**src/rtl/pd_pkg.sv**
```systemverilog
`timescale 1ns/1ps
package pd_pkg;

   typedef enum logic [1:0] {
      ST_PASS  = 2'd0,
      ST_SPACE = 2'd1,
      ST_TIME  = 2'd2,
      ST_DIAG  = 2'd3
   } stage_e;

   function automatic int sp_width(int d, int r);
      return r * (d - 1);
   endfunction

   function automatic int tm_width(int d, int r);
      return (r - 1) * d;
   endfunction

   function automatic int dg_width(int d, int r);
      return (r - 1) * (d - 1);
   endfunction

   function automatic int fix_width(int d, int r);
      return sp_width(d, r) + tm_width(d, r) + dg_width(d, r);
   endfunction

   // Fixed topology order of the matching stages.
   function automatic stage_e kind_of(int idx);
      case (idx)
         1:       return ST_SPACE;
         2:       return ST_TIME;
         3:       return ST_DIAG;
         default: return ST_PASS;
      endcase
   endfunction

endpackage

```
**src/rtl/pd_chain.sv**
```systemverilog
`timescale 1ns/1ps
// Greedy pairing along one chain of syndrome bits; lowest index has priority.
module pd_chain #(
   parameter int N = 2
) (
   input  logic         clk,
   input  logic         rst,
   input  logic         en,
   input  logic [N-1:0] bits_in,
   output logic [N-1:0] bits_left,
   output logic [N-2:0] pairs
);

   generate
      if (N < 2) begin : g_bad_len
         $error("pd_chain: N must be at least 2");
      end
   endgenerate

   logic [N:0] padded;

   always_comb begin
      logic taken;
      taken = 1'b0;
      for (int i = 0; i < N - 1; i++) begin
         pairs[i] = bits_in[i] & bits_in[i+1] & ~taken;
         taken    = pairs[i];
      end
   end

   assign padded    = {1'b0, pairs, 1'b0};
   assign bits_left = bits_in & ~(padded[N-1:0] | padded[N:1]);


   pair_overlap_chk: assert property (@(posedge clk) disable iff (rst)
      en |-> ((pairs & (pairs >> 1)) == '0));


   leftover_gap_chk: assert property (@(posedge clk) disable iff (rst)
      en |-> ((bits_left & (bits_left >> 1)) == '0));


   pair_count_chk: assert property (@(posedge clk) disable iff (rst)
      en |-> ($countones(bits_in) == $countones(bits_left) + 2 * $countones(pairs)));

endmodule

```
**src/rtl/pd_stage.sv**
```systemverilog
`timescale 1ns/1ps
// One pipeline register stage; KIND picks which edge type it pairs.
module pd_stage #(
   parameter int             D    = 8,
   parameter int             R    = 3,
   parameter pd_pkg::stage_e KIND = pd_pkg::ST_PASS,
   localparam int NB     = D * R,
   localparam int SPW    = pd_pkg::sp_width(D, R),
   localparam int TMW    = pd_pkg::tm_width(D, R),
   localparam int DGW    = pd_pkg::dg_width(D, R),
   localparam int FW     = SPW + TMW + DGW,
   localparam int TM_OFF = SPW,
   localparam int DG_OFF = SPW + TMW
) (
   input  logic          clk,
   input  logic          rst,
   input  logic          v_in,
   input  logic [NB-1:0] syn_in,
   input  logic [FW-1:0] fix_in,
   output logic          v_q,
   output logic [NB-1:0] syn_q,
   output logic [FW-1:0] fix_q
);

   logic [NB-1:0] syn_nx;
   logic [FW-1:0] fix_nx;

   generate
      if (KIND == pd_pkg::ST_SPACE) begin : g_space
         logic [SPW-1:0] sp_add;
         for (genvar r = 0; r < R; r++) begin : g_row
            pd_chain #(.N(D)) u_chain (
               .clk       (clk),
               .rst       (rst),
               .en        (v_in),
               .bits_in   (syn_in[r*D +: D]),
               .bits_left (syn_nx[r*D +: D]),
               .pairs     (sp_add[r*(D-1) +: D-1])
            );
         end
         assign fix_nx = fix_in | FW'(sp_add);
      end else if (KIND == pd_pkg::ST_TIME) begin : g_time
         logic [TMW-1:0] tm_add;
         for (genvar d = 0; d < D; d++) begin : g_col
            logic [R-1:0] col_in;
            logic [R-1:0] col_left;
            logic [R-2:0] col_pairs;
            for (genvar r = 0; r < R; r++) begin : g_map
               assign col_in[r]      = syn_in[r*D + d];
               assign syn_nx[r*D + d] = col_left[r];
            end
            for (genvar r = 0; r < R - 1; r++) begin : g_fix
               assign tm_add[r*D + d] = col_pairs[r];
            end
            pd_chain #(.N(R)) u_chain (
               .clk       (clk),
               .rst       (rst),
               .en        (v_in),
               .bits_in   (col_in),
               .bits_left (col_left),
               .pairs     (col_pairs)
            );
         end
         assign fix_nx = fix_in | (FW'(tm_add) << TM_OFF);
      end else if (KIND == pd_pkg::ST_DIAG) begin : g_diag
         logic [DGW-1:0] dg_add;
         for (genvar g = 0; g < D + R - 1; g++) begin : g_line
            localparam int R0  = (g < D) ? 0 : g - D + 1;
            localparam int D0  = (g < D) ? g : 0;
            localparam int LEN = ((R - R0) < (D - D0)) ? (R - R0) : (D - D0);
            if (LEN < 2) begin : g_single
               assign syn_nx[R0*D + D0] = syn_in[R0*D + D0];
            end else begin : g_pair
               logic [LEN-1:0] ln_in;
               logic [LEN-1:0] ln_left;
               logic [LEN-2:0] ln_pairs;
               for (genvar j = 0; j < LEN; j++) begin : g_map
                  assign ln_in[j] = syn_in[(R0+j)*D + D0 + j];
                  assign syn_nx[(R0+j)*D + D0 + j] = ln_left[j];
               end
               for (genvar j = 0; j < LEN - 1; j++) begin : g_fix
                  assign dg_add[(R0+j)*(D-1) + D0 + j] = ln_pairs[j];
               end
               pd_chain #(.N(LEN)) u_chain (
                  .clk       (clk),
                  .rst       (rst),
                  .en        (v_in),
                  .bits_in   (ln_in),
                  .bits_left (ln_left),
                  .pairs     (ln_pairs)
               );
            end
         end
         assign fix_nx = fix_in | (FW'(dg_add) << DG_OFF);
      end else begin : g_pass
         assign syn_nx = syn_in;
         assign fix_nx = fix_in;
      end
   endgenerate

   always_ff @(posedge clk) begin
      if (rst) v_q <= 1'b0;
      else     v_q <= v_in;
   end

   always_ff @(posedge clk) begin
      syn_q <= syn_nx;
      fix_q <= fix_nx;
   end


   valid_step_chk: assert property (@(posedge clk) disable iff (rst)
      !$past(rst) |-> (v_q == $past(v_in)));


   fix_sticky_chk: assert property (@(posedge clk) disable iff (rst)
      (!$past(rst) && v_q) |-> ((fix_q & $past(fix_in)) == $past(fix_in)));

endmodule

```
**src/rtl/pd_emit.sv**
```systemverilog
`timescale 1ns/1ps
// Final stage: decides complex vs clean and gates the residual.
module pd_emit #(
   parameter int NB = 24,
   parameter int FW = 51
) (
   input  logic          clk,
   input  logic          rst,
   input  logic          v_in,
   input  logic [NB-1:0] syn_in,
   input  logic [FW-1:0] fix_in,
   output logic          res_valid,
   output logic          res_complex,
   output logic [NB-1:0] res_syn,
   output logic [FW-1:0] res_fix
);

   logic leftover;
   assign leftover = |syn_in;

   always_ff @(posedge clk) begin
      if (rst) begin
         res_valid   <= 1'b0;
         res_complex <= 1'b0;
      end else begin
         res_valid   <= v_in;
         res_complex <= v_in & leftover;
      end
   end

   always_ff @(posedge clk) begin
      res_syn <= leftover ? syn_in : '0;
      res_fix <= fix_in;
   end


   complex_valid_chk: assert property (@(posedge clk) disable iff (rst)
      res_complex |-> res_valid);


   quiet_window_chk: assert property (@(posedge clk) disable iff (rst)
      (res_valid && !res_complex) |-> (res_syn == '0));


   forward_chk: assert property (@(posedge clk) disable iff (rst)
      (!$past(rst) && res_complex) |-> (res_syn == $past(syn_in)));

endmodule

```
**src/rtl/syn_predecoder.sv**
```systemverilog
`timescale 1ns/1ps
module syn_predecoder #(
   parameter int D     = 8,
   parameter int R     = 3,
   parameter int DEPTH = 9,
   localparam int NB = D * R,
   localparam int FW = pd_pkg::fix_width(D, R),
   localparam int NS = DEPTH - 1
) (
   input  logic          clk,
   input  logic          rst,
   input  logic          win_valid,
   input  logic [NB-1:0] win_syn,
   output logic          res_valid,
   output logic          res_complex,
   output logic [NB-1:0] res_syn,
   output logic [FW-1:0] res_fix
);

   generate
      if (D < 2)     begin : g_bad_d   $error("syn_predecoder: D must be at least 2"); end
      if (R < 2)     begin : g_bad_r   $error("syn_predecoder: R must be at least 2"); end
      if (DEPTH < 5) begin : g_bad_dep $error("syn_predecoder: DEPTH must be at least 5"); end
   endgenerate

   logic          v_s   [NS];
   logic [NB-1:0] syn_s [NS];
   logic [FW-1:0] fix_s [NS];

   generate
      for (genvar i = 0; i < NS; i++) begin : g_stage
         logic          v_i;
         logic [NB-1:0] syn_i;
         logic [FW-1:0] fix_i;
         if (i == 0) begin : g_head
            assign v_i   = win_valid;
            assign syn_i = win_syn;
            assign fix_i = '0;
         end else begin : g_link
            assign v_i   = v_s[i-1];
            assign syn_i = syn_s[i-1];
            assign fix_i = fix_s[i-1];
         end
         pd_stage #(
            .D    (D),
            .R    (R),
            .KIND (pd_pkg::kind_of(i))
         ) u_stage (
            .clk    (clk),
            .rst    (rst),
            .v_in   (v_i),
            .syn_in (syn_i),
            .fix_in (fix_i),
            .v_q    (v_s[i]),
            .syn_q  (syn_s[i]),
            .fix_q  (fix_s[i])
         );
      end
   endgenerate

   pd_emit #(.NB(NB), .FW(FW)) u_emit (
      .clk         (clk),
      .rst         (rst),
      .v_in        (v_s[NS-1]),
      .syn_in      (syn_s[NS-1]),
      .fix_in      (fix_s[NS-1]),
      .res_valid   (res_valid),
      .res_complex (res_complex),
      .res_syn     (res_syn),
      .res_fix     (res_fix)
   );

endmodule

```
**config.mk**
```make
export PLATFORM = sky130hd
export DESIGN_NAME = syn_predecoder
export DESIGN_NICKNAME = d
export VERILOG_FILES = /design/src/rtl/pd_pkg.sv /design/src/rtl/pd_chain.sv /design/src/rtl/pd_stage.sv /design/src/rtl/pd_emit.sv /design/src/rtl/syn_predecoder.sv
export SDC_FILE = /design/constraint.sdc
export NUM_CORES = 1
export LEC_CHECK = 0
export ABC_CLOCK_PERIOD_IN_PS = 1200
export BUFFER_PORTS_ARGS = -buffer_cell sky130_fd_sc_hd__buf_2
export CORE_MARGIN = 2
export CORE_UTILIZATION = 51
export CTS_CLUSTER_DIAMETER = 150
export CTS_CLUSTER_SIZE = 16
export DETAILED_ROUTE_END_ITERATION = 16
export PLACE_DENSITY_LB_ADDON = 0.12
export SLEW_MARGIN = 20
export SYNTH_ARGS = -nofsm -noshare
export SYNTH_HDL_FRONTEND = slang
export SYNTH_SLANG_ARGS = --single-unit
```
**constraint.sdc**
```tcl
create_clock -name clk -period 1.2 [get_ports clk]
set_clock_uncertainty 0.2 [all_clocks]
set_input_delay 0.36 -clock clk [delete_from_list [all_inputs] [get_ports clk]]
set_output_delay 0.36 -clock clk [all_outputs]
set_load 0.03 [all_outputs]
```
# Yosys cells after proc, flatten, opt, wreduce, memory -nomap -nowiden
# Index checks and enable logic that the tools add are counted.
# totals
register_bits	604
in_bits	27
out_inout_bits	77
# classes
bitwise	175
reduce_logical	1
# op_table
operator	count
$and 1x1->1	84
$or 51x51->51	1
$and 3x3->3	14
$not 3->3	14
$or 3x2->3	14
$or 21x37->37	1
$not 1->1	32
$and 8x8->8	3
$not 8->8	3
$or 8x7->8	3
$reduce_or 24->1	1
$and 2x2->2	2
$not 2->2	2
$or 2x1->2	2

# Longest topological paths before layout
# depth
word_depth	16
ltp_mapped	4
depth_no_buf	4

# Cells and area by module
# A second synthesis with hierarchy kept.
# unflattened
hier_cells	952
area_unflattened_um2	15494.9
# by_module_without_submodules
mod	n_inst	cells_per_inst	area_per_inst_um2	seq_area_each_um2
pd_stage (g_stage[0].u_stage ...)	5	77	1535.2	1521.5
pd_emit	1	111	1717.9	1541.5
pd_stage (g_stage[1].u_stage)	1	98	1659.1	1521.5
pd_stage (g_stage[2].u_stage)	1	93	1627.8	1521.5
pd_stage (g_stage[3].u_stage)	1	91	1615.3	1521.5
pd_chain (g_stage[2].u_stage.g_time.g_col[0].u_chain ...)	14	7	47.5	0.0
pd_chain (g_stage[1].u_stage.g_space.g_row[0].u_chain ...)	3	23	161.4	0.0
pd_chain (g_stage[3].u_stage.g_diag.g_line[6].g_pair.u_chain ...)	2	3	22.5	0.0
syn_predecoder	1	1	3.8	0.0

# Worst setup path before layout
# OpenSTA, ideal clock, no wires.
# synth_path
path_kind	reg2reg
start	register g_stage[0].u_stage.syn_q[8]
end	register g_stage[1].u_stage.fix_q[13]
setup_ps	116
t_arrival_ps	1022
path_slack_ps	-138
stages_incl_launch_ff	5
n_path_buf	0
cell_sequence	dfxtp_1 nand2b_4 a21bo_1 a21bo_1 and3_1
# synth_via
elab_chain_len	13
# synth_lines
item	line	rtl
start: declaration	pd_stage.sv:21	output logic [NB-1:0] syn_q,
start signal: assignment	pd_stage.sv:107	syn_q <= syn_nx;
$and 1x1->1	pd_chain.sv:26	pairs[i] = bits_in[i] & bits_in[i+1] & ~taken;
$not 1->1	pd_chain.sv:26	
$and 1x1->1	pd_chain.sv:26	
$not 1->1	pd_chain.sv:26	
$and 1x1->1	pd_chain.sv:26	
$not 1->1	pd_chain.sv:26	
$and 1x1->1	pd_chain.sv:26	
$not 1->1	pd_chain.sv:26	
$and 1x1->1	pd_chain.sv:26	
$not 1->1	pd_chain.sv:26	
$and 1x1->1	pd_chain.sv:26	
$not 1->1	pd_chain.sv:26	
$and 1x1->1	pd_chain.sv:26	
named net g_stage[1].u_stage.fix_nx[13]	pd_stage.sv:26	logic [FW-1:0] fix_nx;
end signal: assignment	pd_stage.sv:108	fix_q <= fix_nx;
end: declaration	pd_stage.sv:22	output logic [FW-1:0] fix_q
# The timed path passes the listed nets, and every way through them passes these cells.
# A chain may end at the register's enable or synchronous reset.

# Worst setup path in the final report
# layout_path
start	register u_emit.res_fix[24]
end	output res_fix[24]
# layout_rtl
item	line	rtl
start: declaration	pd_emit.sv:15	output logic [FW-1:0] res_fix
start signal: assignment	pd_emit.sv:33	res_fix <= fix_in;
end: declaration	syn_predecoder.sv:17	output logic [FW-1:0] res_fix
# No word-level cell between the ends.

==> results.sh <==
export IMPL_fin_crit_sh_pct=130
export IMPL_gp_congestion=0.730
export IMPL_r2r_end="g_stage[1].u_stage.syn_q[22]$_DFF_P_"
export IMPL_cp_max_fo=1
export IMPL_fillerInstances=1811
export IMPL_total_power_uw=33800
export IMPL_wl_per_cell_um=11.6
export IMPL_finalHoldViolCount=0
export IMPL_post_route_cells_drive_above_1_share_pct=28.2
export IMPL_ir_drop_v=0.00109
export IMPL_antenna_found_initial=0
export IMPL_cp_required_ns=0.64
export IMPL_grt_max_degree=17
export IMPL_drv_cap=0
export IMPL_worstMarginPinSlew_ns=0.289
export IMPL_criticalPathCategory="reg2out"
export IMPL_syn_num_nets=826
export IMPL_cp_end_kind="primary output"
export IMPL_p_sw_uw=6330
export IMPL_grt_overflow_total=0
export IMPL_viasPerCell=4.08
export IMPL_pwr_share_clk_pct=36.4
export IMPL_violations="setup timing"
export IMPL_rsz0062_at_grt="yes"
export IMPL_cts_sinks=590
export IMPL_multi_input_area_um2=1100
export IMPL_grt_pass1_wl_um=25000
export IMPL_start_util_pct=51.7
export IMPL_critPathArrivalTime_ns=1.00
export IMPL_worstReg2RegStart="g_stage[0].u_stage.syn_q[16]$_DFF_P_"
export IMPL_pwr_share_seq_pct=61.1
export IMPL_setup_ws_ns=-0.359
export IMPL_max_stage_delay_ns=0.35
export IMPL_ys_seq_elements=590
export IMPL_synth_top_cell_by_area="dfxtp_1"
export IMPL_ant_nets=0
export IMPL_dr_pass1_iters=4
export IMPL_die_w_um=163
export IMPL_critPathTopFamily="flip-flops"
export IMPL_design_core_area_um2=25000
export IMPL_synth_top_area_share_pct=91.2
export IMPL_grtUsageTotal_pct=11.8
export IMPL_area_sequential_um2=11900
export IMPL_worstHoldStart="g_stage[5].u_stage.fix_q[10]$_DFF_P_"
export IMPL_share_comb_of_total_power_pct=2.5
export IMPL_syn_area_um2=12900
export IMPL_min_period_ns=1.56
export IMPL_cts_htree_levels=2
export IMPL_drt_iter0_drc=203
export IMPL_hold_path_class="reg2reg"
export IMPL_r2r_setup_slack_ns=-0.18
export IMPL_design_die_area_um2=26700
export IMPL_die_y_um=163
export IMPL_crit_chain="buf_6"
export IMPL_clk_latency_ns=0.53
export IMPL_cts_buffer_depth=3
export IMPL_place_hpwl_um=9230
export IMPL_synth_seq_area_share_pct=91.2
export IMPL_setup_viol=97
export IMPL_area_growth_pct=23.8
export IMPL_critical_path_startpoint_type="register"
export IMPL_maxSlewHeadroom_pct=80.6
export IMPL_final_max_slew_violation_count=0
export IMPL_cts_buffers=42
export IMPL_ys_warn_count=0
export IMPL_syn_area_per_cell_um2=16.2
export IMPL_diodes=0
export IMPL_boundaryPins=104
export IMPL_hold_depth=0
export IMPL_cts_tree="yes"
export IMPL_via_count=5285
export IMPL_syn_instance_count=799
export IMPL_drc=0
export IMPL_status="complete, but fails checks"
export IMPL_num_rows=58
export IMPL_swShare_pct=18.7
export IMPL_nets=991
export IMPL_cp_num_buf_inv=1
export IMPL_cp_slowest_cell="dfxtp_2"
export IMPL_cts_root_buf="clkbuf_16"
export IMPL_synthTopCellsByArea="dfxtp_1, and2_1, nor2_1, nor2b_1, and3_1"
export IMPL_hold_ws_ns=0.123
export IMPL_drt_total_wl_um=15000
export IMPL_p_int_uw=27500
export IMPL_r2r_cells=4
export IMPL_ys_types=17
export IMPL_power_leakage_uw=0.00678
export IMPL_first_global_vias=5456
export IMPL_pwr_density_cell_nw_per_um2=2110
export IMPL_fmax_mhz=641
export IMPL_hold_end="g_stage[6].u_stage.fix_q[10]$_DFF_P_"
export IMPL_path_clk_slew_ns=0.07
export IMPL_portBuffers=103
## timing repair
item	4_1_cts	5_1_grt
endpoints found under the hold margin	33	0
hold buffers	26	0
pin swaps	10	3
endpoints found under the setup margin	94	101
setup buffers	3	0
resized for setup	253	14
## worst max path at each step
stage,start,endpoint,slack (ns),depth (start not counted)
floorplan,g_stage[0].u_stage.syn_q[8]$_DFF_P_,g_stage[1].u_stage.fix_q[13]$_DFF_P_,-0.08,4
global placement,g_stage[0].u_stage.syn_q[8]$_DFF_P_,g_stage[1].u_stage.fix_q[13]$_DFF_P_,-0.14,4
detailed placement,g_stage[0].u_stage.syn_q[17]$_DFF_P_,g_stage[1].u_stage.fix_q[20]$_DFF_P_,-0.16,4
CTS,u_emit.res_fix[24]$_DFF_P_,res_fix[24],-0.39,1
global route,u_emit.res_fix[24]$_DFF_P_,res_fix[24],-0.40,1
finish,u_emit.res_fix[24]$_DFF_P_,res_fix[24],-0.36,1
## power by group through the flow
stage | registers (µW) | clock network (µW) | logic [µW]
after floorplan | 21200 | 0 | 208
after global placement | 21100 | 0 | 606
after detailed placement | 21100 | 0 | 614
after CTS | 20700 | 12800 | 829
after global routing | 20800 | 13600 | 897
final | 20700 | 12300 | 837
## sequential cells by signal, summed over array words and instances, names as in the netlist
signal / cells
g_stage.u_stage.fix_q: 313
u_emit.res_syn: 24
g_stage.u_stage.syn_q: 192
u_emit.res_valid: 1
g_stage.u_stage.v_q: 8
u_emit.res_fix: 51
u_emit.res_complex: 1
## cells in the final DEF (no fill, tap or decap), types with 3 or more instances in the layout
cell type	instances
dfxtp_2	85
nand2b_1	14
and2b_1	3
nand2_4	3
and2_1	33
dfxtp_1	505
nor4_2	3
clkbuf_16	45
buf_4	13
and3_1	12
a21bo_4	3
buf_2	26
buf_6	80
nand2_1	4
and3b_1	3
inv_1	17
nor2_1	43
a21bo_1	3
dlygate4sd3_1	26
and3_4	3
nand2b_4	3
nor2b_1	27
nor2_2	3
## stage by stage
stage	TNS, ns	utilization, %	cells	worst slack, ns	cell area [µm²]
finish	-26.53	64.0	1296	-0.359	16000
global route	-30.87	64.0	1296	-0.401	16000
CTS	-28.68	63.8	1297	-0.392	16000
detailed placement	-1.37	55.5	1222	-0.156	13900
global placement	-1.02	55.5	1222	-0.138	13900
floorplan	-0.456	-	799	-0.0767	12900
## kinds of logic after synthesis
group,after synthesis,synth area share (%)
simple gates,158,6.87
flops,590,91.2
compound gates,10,0.696
buf+inv,41,1.19
## synthesized netlist by cell type
| master | n |
|---|---|
| nand2b_1 | 14 |
| and3_1 | 15 |
| nand2b_4 | 3 |
| and3b_1 | 3 |
| nor2b_1 | 27 |
| clkbuf_1 | 24 |
| a21boi_1 | 3 |
| inv_1 | 17 |
| nor4_1 | 6 |
| o21a_1 | 1 |
| a21bo_1 | 6 |
| dfxtp_1 | 590 |
| nor2_1 | 46 |
| and2_1 | 33 |
| nand2_1 | 7 |
| nand4_1 | 1 |
| and2b_1 | 3 |
## per-layer routing
layer | up-vias | wire, µm | share of wire [%] | track usage (%)
met5 | - | 0 | 0 | 0
met4 | 0 | 363 | 2.4 | 4.95
met3 | 29 | 854 | 5.7 | 3.58
met2 | 118 | 7220 | 48 | 19.9
met1 | 2383 | 6590 | 44 | 14.1
li1 | 2755 | - | - | -
## area by class of cell
| type | instances | area share, % |
|---|---|---|
| flip-flops and latches | 590 | 74.4 |
| repair buffers | 145 | 8.67 |
| clock buffers | 46 | 7.11 |
| multi-input cells | 168 | 6.86 |
| well taps | 330 | 2.58 |
| inverters | 17 | 0.398 |
(Power assumes the default switching activity.)
